===== config.mk =====
export PLATFORM = sky130hd
export DESIGN_NAME = disp_origin_gen
export DESIGN_NICKNAME = d
export VERILOG_FILES = /design/src/rtl/disp_origin_pkg.sv /design/src/rtl/sync_rise_det.sv /design/src/rtl/delay_regs.sv /design/src/rtl/axis_delay_cnt.sv /design/src/rtl/disp_origin_gen.sv
export SDC_FILE = /design/constraint.sdc
export NUM_CORES = 1
export LEC_CHECK = 0
export BUFFER_PORTS_ARGS = -buffer_cell sky130_fd_sc_hd__buf_2
export CORE_ASPECT_RATIO = 2
export CORE_MARGIN = 1.5
export CORE_UTILIZATION = 55
export DETAILED_ROUTE_END_ITERATION = 10
export PLACE_DENSITY = 0.84
export SYNTH_ARGS = -nofsm -noshare
export SYNTH_HDL_FRONTEND = slang
export SYNTH_SLANG_ARGS = --single-unit

===== constraint.sdc =====
create_clock -name clk -period 3.75 [get_ports clk]
set_input_delay 0.375 -clock clk [delete_from_list [all_inputs] [get_ports clk]]
set_output_delay 0.375 -clock clk [all_outputs]
set_load 0.02 [all_outputs]

===== src/rtl/disp_origin_pkg.sv =====
package disp_origin_pkg;

    typedef enum logic {
        FONT_NARROW = 1'b0,
        FONT_WIDE   = 1'b1
    } font_sel_e;

    function automatic int unsigned cnt_width(input int unsigned max_val);
        return $clog2(max_val + 1);
    endfunction

endpackage


===== src/rtl/sync_rise_det.sv =====
module sync_rise_det (
    input  logic clk,
    input  logic rst_n,
    input  logic sync_in,
    output logic rise
);
    logic prev_d, prev_q;

    always_comb begin
        prev_d = sync_in;
        rise   = sync_in & ~prev_q;
    end

    always_ff @(posedge clk or negedge rst_n) begin
        if (!rst_n) prev_q <= 1'b0;
        else        prev_q <= prev_d;
    end


    rise_gap_chk: assert property (@(posedge clk) disable iff (!rst_n)
        rise |=> !rise);

endmodule


===== src/rtl/delay_regs.sv =====
module delay_regs #(
    parameter int unsigned DLY_W   = 8,
    parameter int unsigned V_RESET = 4,
    parameter int unsigned H_RESET = 15
) (
    input  logic             clk,
    input  logic             rst_n,
    input  logic             vdly_we,
    input  logic [DLY_W-1:0] vdly_wdata,
    input  logic             hdly_we,
    input  logic [DLY_W-1:0] hdly_wdata,
    output logic [DLY_W-1:0] vdly,
    output logic [DLY_W-1:0] hdly
);
    typedef struct packed {
        logic [DLY_W-1:0] v;
        logic [DLY_W-1:0] h;
    } regs_t;

    regs_t d, q;

    always_comb begin
        d = q;
        if (vdly_we) begin
            d.v = (vdly_wdata == '0) ? DLY_W'(1) : vdly_wdata;
        end
        if (hdly_we) begin
            d.h = hdly_wdata;
        end
    end

    always_ff @(posedge clk or negedge rst_n) begin
        if (!rst_n) begin
            q.v <= DLY_W'(V_RESET);
            q.h <= DLY_W'(H_RESET);
        end else begin
            q <= d;
        end
    end

    assign vdly = q.v;
    assign hdly = q.h;


    vdly_nonzero_chk: assert property (@(posedge clk) disable iff (!rst_n)
        vdly != '0);


    hdly_load_chk: assert property (@(posedge clk) disable iff (!rst_n)
        hdly_we |=> (hdly == $past(hdly_wdata)));

endmodule


===== src/rtl/axis_delay_cnt.sv =====
module axis_delay_cnt #(
    parameter int unsigned CNT_W = 10
) (
    input  logic             clk,
    input  logic             rst_n,
    input  logic             restart,
    input  logic             tick,
    input  logic [CNT_W-1:0] target,
    output logic             strobe
);
    typedef struct packed {
        logic [CNT_W-1:0] cnt;
        logic             armed;
        logic             strobe;
    } cnt_state_t;

    cnt_state_t d, q;
    logic [CNT_W:0] cnt_inc;

    always_comb begin
        d        = q;
        d.strobe = 1'b0;
        cnt_inc  = {1'b0, q.cnt} + 1'b1;
        if (restart) begin
            d.cnt = '0;
            if (target == '0) begin
                d.strobe = 1'b1;
                d.armed  = 1'b0;
            end else begin
                d.armed  = 1'b1;
            end
        end else if (q.armed && tick) begin
            if (cnt_inc >= {1'b0, target}) begin
                d.strobe = 1'b1;
                d.armed  = 1'b0;
            end else begin
                d.cnt = cnt_inc[CNT_W-1:0];
            end
        end
    end

    always_ff @(posedge clk or negedge rst_n) begin
        if (!rst_n) q <= '0;
        else        q <= d;
    end

    assign strobe = q.strobe;


    strobe_width_chk: assert property (@(posedge clk) disable iff (!rst_n)
        strobe |=> !strobe);


    restart_quiet_chk: assert property (@(posedge clk) disable iff (!rst_n)
        (restart && target != '0) |=> !strobe);


    strobe_source_chk: assert property (@(posedge clk) disable iff (!rst_n)
        $rose(strobe) |-> ($past(q.armed) || $past(restart)));

endmodule


===== src/rtl/disp_origin_gen.sv =====
module disp_origin_gen #(
    parameter int unsigned DLY_W       = 8,
    parameter int unsigned V_STEP      = 4,
    parameter int unsigned NARROW_STEP = 5,
    parameter int unsigned WIDE_STEP   = 6,
    parameter int unsigned V_RESET     = 4,
    parameter int unsigned H_RESET     = 15
) (
    input  logic             clk,
    input  logic             rst_n,
    input  logic             hsync,
    input  logic             vsync,
    input  logic             font_wide,
    input  logic             vdly_we,
    input  logic [DLY_W-1:0] vdly_wdata,
    input  logic             hdly_we,
    input  logic [DLY_W-1:0] hdly_wdata,
    output logic             v_start,
    output logic             h_start
);
    import disp_origin_pkg::*;

    localparam int unsigned DLY_MAX = (1 << DLY_W) - 1;
    localparam int unsigned VCNT_W  = cnt_width(V_STEP * DLY_MAX);
    localparam int unsigned HCNT_W  = cnt_width(WIDE_STEP * DLY_MAX);

    logic             h_rise, v_rise;
    logic [DLY_W-1:0] vdly, hdly;
    logic [VCNT_W-1:0] v_target;
    logic [HCNT_W-1:0] h_step, h_target;
    font_sel_e         font;

    sync_rise_det u_hdet (.clk(clk), .rst_n(rst_n), .sync_in(hsync), .rise(h_rise));
    sync_rise_det u_vdet (.clk(clk), .rst_n(rst_n), .sync_in(vsync), .rise(v_rise));

    delay_regs #(
        .DLY_W(DLY_W), .V_RESET(V_RESET), .H_RESET(H_RESET)
    ) u_regs (
        .clk(clk), .rst_n(rst_n),
        .vdly_we(vdly_we), .vdly_wdata(vdly_wdata),
        .hdly_we(hdly_we), .hdly_wdata(hdly_wdata),
        .vdly(vdly), .hdly(hdly)
    );

    always_comb begin
        font     = font_sel_e'(font_wide);
        h_step   = (font == FONT_WIDE) ? HCNT_W'(WIDE_STEP) : HCNT_W'(NARROW_STEP);
        h_target = HCNT_W'(hdly) * h_step;
        v_target = VCNT_W'(vdly) * VCNT_W'(V_STEP);
    end

    // Vertical axis: restart on frame edge, advance on each line edge.
    axis_delay_cnt #(.CNT_W(VCNT_W)) u_vcnt (
        .clk(clk), .rst_n(rst_n),
        .restart(v_rise), .tick(h_rise),
        .target(v_target), .strobe(v_start)
    );

    // Horizontal axis: restart on line edge, advance every pixel clock.
    axis_delay_cnt #(.CNT_W(HCNT_W)) u_hcnt (
        .clk(clk), .rst_n(rst_n),
        .restart(h_rise), .tick(1'b1),
        .target(h_target), .strobe(h_start)
    );


    v_on_line_chk: assert property (@(posedge clk) disable iff (!rst_n)
        $rose(v_start) |-> $past(h_rise));


    v_frame_restart_chk: assert property (@(posedge clk) disable iff (!rst_n)
        v_rise |=> !v_start);

endmodule


==> flow_metrics.env, run 1 <==
export IMPL_crit_path_end_kind="flop"
export IMPL_post_place_ws_ns=-0.228
export IMPL_ys_flop_type="dfrtp_1"
export IMPL_drive_above_1_share=0.311
export IMPL_grt_ovfl_total=0
export IMPL_worstHoldPathCells=1
export IMPL_viasPerCell=5.99
export IMPL_yosys_warnings=0
export IMPL_cp_cell_sequence="and2_4 -> fa_1 -> ha_2 -> buf_4 -> nor2_1 -> nor2_2 -> buf_4 -> xnor2_1 -> ha_1 -> a21oi_1 -> o21ai_2 -> a211oi_4 -> o211ai_1 -> buf_4 -> or3_4 -> a21oi_2"
export IMPL_ant_nets=0
export IMPL_whs_ns=0.203
export IMPL_start_util=0.574
export IMPL_static_leakage_power_nw=1.84
export IMPL_clock_sinks=43
export IMPL_startpoint_type="flop"
export IMPL_synth_seq_cells=43
export IMPL_io_buffers=24
export IMPL_drcViolationCount=0
export IMPL_syn_nets=388
export IMPL_cts_made_buffers=5
export IMPL_dp_hpwl_um=5620
export IMPL_fin_util=0.708
export IMPL_slowest_stage="dfstp_2"
export IMPL_timing_rr_start="u_regs.hdly[3]"
export IMPL_wirelength_um=8200
export IMPL_cts_clk_slew_worst_paths_ns=0.08
export IMPL_vdd_drop_max_mv=0.328
export IMPL_die_x_um=56.4
export IMPL_outcome="finished, violations left"
export IMPL_vias=2708
export IMPL_clock_skew_ns=0.00734
export IMPL_synth_edf_count=0
export IMPL_synthMuxAreaShare=0.0251
export IMPL_track_usage=0.273
export IMPL_cap_violations=0
export IMPL_ys_seq_area_frac=0.345
export IMPL_syn_avg_cell_area_um2=9.60
export IMPL_setup_tns_ns=-3.17
export IMPL_wl_per_cell_um=18.1
export IMPL_netlist_top_cells_count="dfrtp_1 (38), ha_1 (31), o21ai_0 (24)"
export IMPL_r2r_end="u_hcnt.q[6]"
export IMPL_grt_pass1_vias=2937
export IMPL_hold_path_startpoint="hsync"
export IMPL_core_um2=5470
export IMPL_yosys_area_top_type="dfrtp_1"
export IMPL_powerDensity_nw_per_um2=439
export IMPL_synth_fa_ha_area_frac=0.168
export IMPL_htreeDepth=2
export IMPL_critPathMaxStageDelay_ns=0.55
export IMPL_cts_root_buf="clkbuf_8"
export IMPL_areaGrowthSynthToFinish_pct=23.4
export IMPL_min_path_type="in2reg"
export IMPL_io_pins=25
export IMPL_nets=452
export IMPL_r2r_cells=16
export IMPL_worstMarginPinSlew_ns=0.962
export IMPL_final_max_slew_violation_count=0
export IMPL_synth_top_family_by_area="simple AND/OR/NAND/NOR gates"
export IMPL_fillers=398
export IMPL_cp_data_arrival_time_ns=4.31
export IMPL_synthXorXnorAreaFrac=0.0809
export IMPL_reg2reg_slack_ns=-0.33
export IMPL_grt_first_pass_wirelength_um=13000
export IMPL_clock_path_buffers=2
export IMPL_slew_headroom=0.358
export IMPL_die_y_um=110
export IMPL_antenna_found_initial=0
export IMPL_min_period_ns=4.08
export IMPL_first_pass_iters=5
export IMPL_dieArea_um2=6190
export IMPL_n_antenna_cell=0
export IMPL_synth_top_area_share=0.303
export IMPL_placed_area_um2=3480
export IMPL_rows=38
export IMPL_crit_type="reg2reg"
export IMPL_async_flop_share=1.00
export IMPL_clkLatencyLatePin_ns=0.30
export IMPL_hold_viol=0
export IMPL_crit_top_cell="buf_4"
export IMPL_synth_most_common_cell="dfrtp_1"
export IMPL_setup_ws_ns=-0.326
export IMPL_period_share=1.09
export IMPL_required_ns=3.98
export IMPL_postSynthCellCount=327
export IMPL_fin_area_um2=3870
export IMPL_fmax_mhz=245
export IMPL_critPathMaxFanout=5
export IMPL_grt_max_degree=44
export IMPL_synth_area_top_cells="dfrtp_1 (30%), ha_1 (12%), xnor2_1 (4.7%)"
export IMPL_gp_congestion=0.832
export IMPL_setup_viol=12
export IMPL_drt_initial_drc_count=156
export IMPL_violations="negative setup slack"
export IMPL_yosys_area_share_simple=0.202
export IMPL_syn_area_um2=3140
export IMPL_synth_compound_area_share=0.147
export IMPL_synth_cell_types=52
export IMPL_hold_path_endpoint="u_hdet.prev_q"
export IMPL_cts_tree="yes"
export IMPL_rsz0062_at_grt="yes"
==> critical path: cells and delay by family, from the launching register on <==
family | cells | cell delay (ns)
and+or+nand+nor | 4 | 0.70
AOI/OAI and AO/OA | 5 | 1.07
buffers and inverters | 3 | 0.51
xor gates and xnor gates | 1 | 0.24
DFF | 1 | 0.55
adders and majority gates | 3 | 0.94
==> flip-flops by register name, summed over array words and instances, names as in the netlist <==
name	flops
u_hcnt.strobe	1
u_hcnt.q	12
u_hdet.prev_q	1
u_regs.vdly	8
u_vcnt.strobe	1
u_vcnt.q	11
u_regs.hdly	8
u_vdet.prev_q	1
==> per-stage QoR <==
stage / total power, mW / instances
after floorplan: 0.944 / 327
after global placement: 1.12 / 423
after detailed placement: 1.15 / 423
after CTS: 1.56 / 447
after global routing: 1.80 / 452
final: 1.70 / 452
==> metal layers <==
metal | vias to the layer above | part of all wire | GRT usage
met5 | - | 0 | 0
met1 | 1304 | 0.32 | 0.246
met4 | 0 | 0.072 | 0.192
met2 | 72 | 0.58 | 0.543
li1 | 1288 | - | -
met3 | 44 | 0.024 | 0.0271
==> report_power, final <==
part	internal, mW	switching, mW	leakage [nW]
sequential	0.514	0.0540	0.539
clock	0.130	0.160	0.0412
combinational	0.436	0.407	1.26
total	1.08	0.621	1.84
==> how the worst max path moves through the flow <==
stage / startpoint / endpoint / slack (ns) / cells after the start
2_1_floorplan: font_wide / u_hcnt.q[5] / 0.003 / 16
3_3_place_gp: font_wide / u_hcnt.q[5] / -0.17 / 17
3_5_place_dp: font_wide / u_hcnt.q[10] / -0.23 / 17
4_1_cts: u_regs.hdly[3] / u_hcnt.q[4] / -0.14 / 15
5_1_grt: u_regs.hdly[3] / u_hcnt.q[6] / -0.51 / 16
6_report: u_regs.hdly[3] / u_hcnt.q[6] / -0.33 / 16
==> cells in the final DEF, fill, tap and decap left out, types with 7 or more instances in the layout <==
cell / n
nand2_1: 20
nand3_1: 15
nor2_1: 15
xor2_1: 12
buf_4: 37
inv_1: 17
mux2_2: 7
ha_1: 26
xnor2_1: 16
o21ai_0: 22
or3_1: 10
dfrtp_1: 38
a21oi_1: 16
buf_2: 25
==> cell families (layout without fill, tap and decap cells) <==
group | Yosys count | count (layout)
flops | 43 | 43
buf+inv | 24 | 89
xor+xnor | 29 | 29
fa+ha+maj | 38 | 38
simple gates | 113 | 113
other cells | 1 | 1
compound gates | 72 | 72
mux | 7 | 7
==> cell type report <==
type	count	area, um^2	share of cell area
Clock inverter	2	12.5	0.00323
Tap cell	60	75.1	0.0194
Inverter	17	63.8	0.0165
Clock buffer	6	72.6	0.0187
Sequential cell	43	1080	0.280
Multi-Input combinational cell	260	2130	0.550
Timing Repair Buffer	64	434	0.112
==> what timing repair did <==
| item | 4_1_cts | 5_1_grt |
|---|---|---|
| endpoints found under the setup margin | 11 | 13 |
| buffers inserted | 14 | 9 |
| pin swaps | 27 | 21 |
| gates resized for setup | 15 | 22 |
| hold buffers | 0 | 0 |
| gates cloned | 2 | 0 |
Power figures use the tool's default switching activity.
==> run 2: changes to the inputs <==
--- a/config.mk
+++ b/config.mk
@@ -14,3 +14,4 @@
 export SYNTH_ARGS = -nofsm -noshare
 export SYNTH_HDL_FRONTEND = slang
 export SYNTH_SLANG_ARGS = --single-unit
+export TNS_END_PERCENT = 50
==> flow_metrics.env, run 2 (synthesis results as in run 1) <==
export IMPL_wirelength_um=7970
export IMPL_startpoint_type="flop"
export IMPL_timing_rr_start="u_regs.hdly[3]"
export IMPL_ant_nets=0
export IMPL_min_path_type="in2reg"
export IMPL_dieArea_um2=6190
export IMPL_grt_max_degree=44
export IMPL_path_delay_family="compound AO/OA/AOI/OAI gates"
export IMPL_crit_type="reg2reg"
export IMPL_areaGrowthSynthToFinish_pct=21.7
export IMPL_gp_congestion=0.832
export IMPL_viasPerCell=6.02
export IMPL_r2r_end="u_hcnt.q[6]"
export IMPL_post_place_ws_ns=-0.228
export IMPL_grt_ovfl_total=0
export IMPL_io_pins=25
export IMPL_final_cell_mix="dfrtp_1 (38), buf_4 (37), ha_1 (26)"
export IMPL_regMostFlops="u_hcnt.q"
export IMPL_fin_util=0.698
export IMPL_crit_top_cell="fa_2"
export IMPL_clock_skew_ns=0.00913
export IMPL_die_x_um=56.4
export IMPL_first_pass_iters=4
export IMPL_crit_path_end_kind="flop"
export IMPL_vdd_drop_max_mv=0.338
export IMPL_nets=451
export IMPL_clkLatencyLatePin_ns=0.30
export IMPL_vias=2717
export IMPL_outcome="finished, violations left"
export IMPL_static_leakage_power_nw=1.83
export IMPL_drt_initial_drc_count=169
export IMPL_setup_viol=13
export IMPL_critPathMaxStageDelay_ns=0.55
export IMPL_reg2reg_slack_ns=-0.28
export IMPL_period_share=1.08
export IMPL_powerDensity_nw_per_um2=435
export IMPL_rsz0062_at_grt="yes"
export IMPL_htreeDepth=2
export IMPL_grt_first_pass_wirelength_um=13000
export IMPL_wl_per_cell_um=17.7
export IMPL_clock_path_buffers=2
export IMPL_slew_headroom=0.362
export IMPL_dp_hpwl_um=5620
export IMPL_hold_path_endpoint="u_hdet.prev_q"
export IMPL_start_util=0.574
export IMPL_cap_violations=0
export IMPL_setup_ws_ns=-0.282
export IMPL_r2r_cells=14
export IMPL_n_antenna_cell=0
export IMPL_cp_buffers_inverters=1
export IMPL_drcViolationCount=0
export IMPL_cts_hold_buf=0
export IMPL_antenna_found_initial=0
export IMPL_whs_ns=0.200
export IMPL_cp_cell_sequence="nor2b_4 -> fa_2 -> fa_2 -> a21o_1 -> a221oi_2 -> o21bai_1 -> a21oi_1 -> ha_1 -> and3_4 -> a211oi_4 -> o211ai_1 -> buf_4 -> or3_4 -> a21oi_2"
export IMPL_violations="negative setup slack"
export IMPL_rows=38
export IMPL_cts_clk_slew_worst_paths_ns=0.08
export IMPL_track_usage=0.273
export IMPL_final_common_cell="dfrtp_1"
export IMPL_grt_pass1_vias=2937
export IMPL_io_buffers=24
export IMPL_required_ns=3.98
export IMPL_final_max_slew_violation_count=0
export IMPL_hold_viol=0
export IMPL_die_y_um=110
export IMPL_min_period_ns=4.03
export IMPL_cts_made_buffers=5
export IMPL_setup_tns_ns=-2.75
export IMPL_critPathMaxFanout=5
export IMPL_slowest_stage="dfstp_2"
export IMPL_cts_tree="yes"
export IMPL_top_regs="u_hcnt.q: 12 flops, u_vcnt.q: 11 flops"
export IMPL_hold_path_startpoint="hsync"
export IMPL_worstMarginPinSlew_ns=0.957
export IMPL_worstHoldPathCells=1
export IMPL_cts_root_buf="clkbuf_8"
export IMPL_largest_register_ffs=12
export IMPL_fmax_mhz=248
export IMPL_drive_above_1_share=0.302
export IMPL_cp_data_arrival_time_ns=4.26
export IMPL_setup_worst_path_start="u_regs.hdly[3]"
export IMPL_core_um2=5470
export IMPL_clock_sinks=43
==> run 2: cell types whose count changed in the layout (fill, tap and decap cells not counted) <==
| cell | delta |
|---|---|
| a21boi_1 | +1 |
| a21boi_2 | -1 |
| buf_12 | -1 |
| ha_2 | +1 |
| ha_4 | -1 |
| nand3_1 | +1 |
| nand3_2 | -1 |
| o21ai_1 | +1 |
| o21ai_2 | -1 |
| xnor2_2 | +1 |
| xnor2_4 | -1 |
==> run 2: routing by layer <==
layer,share of wire,track usage
met2,0.59,0.543
met3,0.020,0.0271
met4,0.064,0.192
met5,0,0
met1,0.33,0.246
==> run 2: power by group <==
group	switching (mW)	internal [mW]
clock network	0.162	0.130
registers	0.0527	0.514
logic	0.383	0.417
==> run 2: what timing repair did <==
action                     in CTS  in global routing
setup buffers                  14                  4
setup endpoints to repair      11                 13
pin swaps                      27                 18
gates cloned                    2                  0
gates resized for setup        15                 17
==> run 2: per-stage QoR <==
| stage | total power, mW | area (um^2) | instances |
|---|---|---|---|
| 2_1_floorplan | 0.944 | 3180 | 327 |
| 3_3_place_gp | 1.12 | 3480 | 423 |
| 3_5_place_dp | 1.15 | 3480 | 423 |
| 4_1_cts | 1.56 | 3710 | 447 |
| 5_1_grt | 1.76 | 3820 | 451 |
| 6_report | 1.66 | 3820 | 451 |
==> run 2: worst max-delay path by stage <==
stage               slack, ns           end  cells after the start
finish                  -0.28   u_hcnt.q[6]                     14
global route            -0.42   u_hcnt.q[6]                     16
CTS                     -0.14   u_hcnt.q[4]                     15
detailed placement      -0.23  u_hcnt.q[10]                     17
global placement        -0.17   u_hcnt.q[5]                     17
floorplan               0.003   u_hcnt.q[5]                     16
==> run 2: final cells by class <==
class                           instances  area (um^2)
Clock inverter                          2         12.5
Multi-Input combinational cell        260         2100
Clock buffer                            6         72.6
Fill cell                             407         1650
Timing Repair Buffer                   63          414
Inverter                               17         63.8
Sequential cell                        43         1080
Tap cell                               60         75.1
==> run 3: changes to the inputs <==
--- a/config.mk
+++ b/config.mk
@@ -10,7 +10,7 @@
 export CORE_MARGIN = 1.5
 export CORE_UTILIZATION = 55
 export DETAILED_ROUTE_END_ITERATION = 10
-export PLACE_DENSITY = 0.84
+export PLACE_DENSITY_LB_ADDON = 0.15
 export SYNTH_ARGS = -nofsm -noshare
 export SYNTH_HDL_FRONTEND = slang
 export SYNTH_SLANG_ARGS = --single-unit
==> flow_metrics.env, run 3 (synthesis results as in run 1) <==
export IMPL_outcome="finished, violations left"
export IMPL_violations="negative setup slack"
export IMPL_first_pass_iters=4
export IMPL_dp_hpwl_um=5540
export IMPL_cap_violations=0
export IMPL_clock_path_buffers=2
export IMPL_slew_headroom=0.366
export IMPL_powerDensity_nw_per_um2=412
export IMPL_static_leakage_power_nw=1.77
export IMPL_grt_max_degree=44
export IMPL_cts_hold_buf=0
export IMPL_final_cell_mix="dfrtp_1 (38), ha_1 (27), buf_4 (24), buf_2 (24), o21ai_0 (23)"
export IMPL_core_um2=5470
export IMPL_period_share=1.05
export IMPL_start_util=0.574
export IMPL_cts_clk_slew_worst_paths_ns=0.09
export IMPL_r2r_cells=14
export IMPL_rsz0062_at_grt="yes"
export IMPL_fillers=444
export IMPL_grt_pass1_vias=2670
export IMPL_htreeDepth=2
export IMPL_die_x_um=56.4
export IMPL_cts_tree="yes"
export IMPL_rows=38
export IMPL_hold_viol=0
export IMPL_fmax_mhz=255
export IMPL_gp_congestion=0.848
export IMPL_io_buffers=24
export IMPL_fin_area_um2=3720
export IMPL_seqCellArea_um2=1080
export IMPL_min_path_type="in2async"
export IMPL_multiInputGateArea_um2=2090
export IMPL_required_ns=3.99
export IMPL_worstMarginPinSlew_ns=0.951
export IMPL_track_usage=0.250
export IMPL_post_place_ws_ns=-0.251
export IMPL_areaGrowthSynthToFinish_pct=18.5
export IMPL_startpoint_type="flop"
export IMPL_clkLatencyLatePin_ns=0.31
export IMPL_grt_ovfl_total=0
export IMPL_crit_path_end_kind="flop"
export IMPL_nets=437
export IMPL_final_max_slew_violation_count=0
export IMPL_clock_skew_ns=0.0119
export IMPL_top_regs="u_hcnt.q: 12 flops, u_vcnt.q: 11 flops"
export IMPL_fin_util=0.680
export IMPL_wirelength_um=7080
export IMPL_setup_ws_ns=-0.171
export IMPL_antenna_found_initial=0
export IMPL_largest_register_ffs=12
export IMPL_setup_viol=10
export IMPL_grt_first_pass_wirelength_um=11700
export IMPL_cts_made_buffers=5
export IMPL_final_common_cell="dfrtp_1"
export IMPL_die_y_um=110
export IMPL_crit_type="reg2reg"
export IMPL_placed_area_um2=3480
export IMPL_drive_above_1_share=0.279
export IMPL_cts_root_buf="clkbuf_8"
export IMPL_critPathMaxFanout=5
export IMPL_dieArea_um2=6190
export IMPL_cp_data_arrival_time_ns=4.17
export IMPL_regMostFlops="u_hcnt.q"
export IMPL_min_period_ns=3.92
export IMPL_n_antenna_cell=0
export IMPL_wl_per_cell_um=16.2
export IMPL_clock_sinks=43
export IMPL_drcViolationCount=0
export IMPL_viasPerCell=5.89
export IMPL_ant_nets=0
export IMPL_vias=2572
export IMPL_vdd_drop_max_mv=0.370
export IMPL_io_pins=25
export IMPL_drt_initial_drc_count=84
-- run 3: cell type report --
cell class	count	share of cell area
Multi-Input combinational cell	260	0.562
Sequential cell	43	0.291
Timing Repair Buffer	49	0.0838
Clock buffer	6	0.0222
Tap cell	60	0.0202
Inverter	17	0.0172
Clock inverter	2	0.00370
-- run 3: per-layer routing --
layer / share of wire / vias to the layer above / GRT usage
li1: - / 1258 / -
met1: 0.34 / 1251 / 0.227
met2: 0.59 / 43 / 0.505
met3: 0.019 / 20 / 0.0282
met4: 0.048 / 0 / 0.153
met5: 0 / - / 0
-- run 3: timing repair --
action / 4_1_cts / 5_1_grt
resized for setup: 8 / 20
cloned: 2 / 0
pin swaps: 9 / 25
setup buffers: 2 / 1
setup endpoints to repair: 9 / 12
-- run 3: final timing paths --
check	startpoint	end	slack, ns
max reg2reg	u_regs.hdly[3]	u_hcnt.q[5]	-0.17
min	rst_n	u_hcnt.q[4]	0.20
min in group clk	vsync	u_vdet.prev_q	0.20
max	u_regs.hdly[3]	u_hcnt.q[5]	-0.17
min reg2reg	u_regs.vdly[2]	u_regs.vdly[2]	0.52
max in group asynchronous	rst_n	u_regs.hdly[5]	2.94
-- run 3: worst max-delay path: stages (launching register included) --
cell,delay (ns)
dfstp_2,0.55
nor2b_4,0.14
fa_2,0.48
fa_2,0.38
a21o_1,0.19
a221oi_2,0.25
o21bai_1,0.13
a21oi_1,0.17
ha_1,0.26
and3_1,0.18
a211oi_2,0.24
o211ai_1,0.22
buf_4,0.23
or3_4,0.33
a21oi_2,0.11
-- run 3: where the power goes --
group / internal, mW / total (mW) / switching [mW] / leakage [nW]
sequential: 0.514 / 0.562 / 0.0484 / 0.539
clock: 0.151 / 0.321 / 0.170 / 0.0516
combinational: 0.327 / 0.648 / 0.321 / 1.18
total: 0.992 / 1.53 / 0.540 / 1.77
-- run 3: metrics by stage --
step,hold slack [ns],TNS [ns],instances,power (mW)
final,0.200,-1.42,437,1.53
after global routing,0.194,-3.29,437,1.65
after CTS,0.195,-1.59,436,1.50
after detailed placement,0.506,-2.29,424,1.15
after global placement,0.498,-1.43,424,1.12
after floorplan,0.0794,0,327,0.944
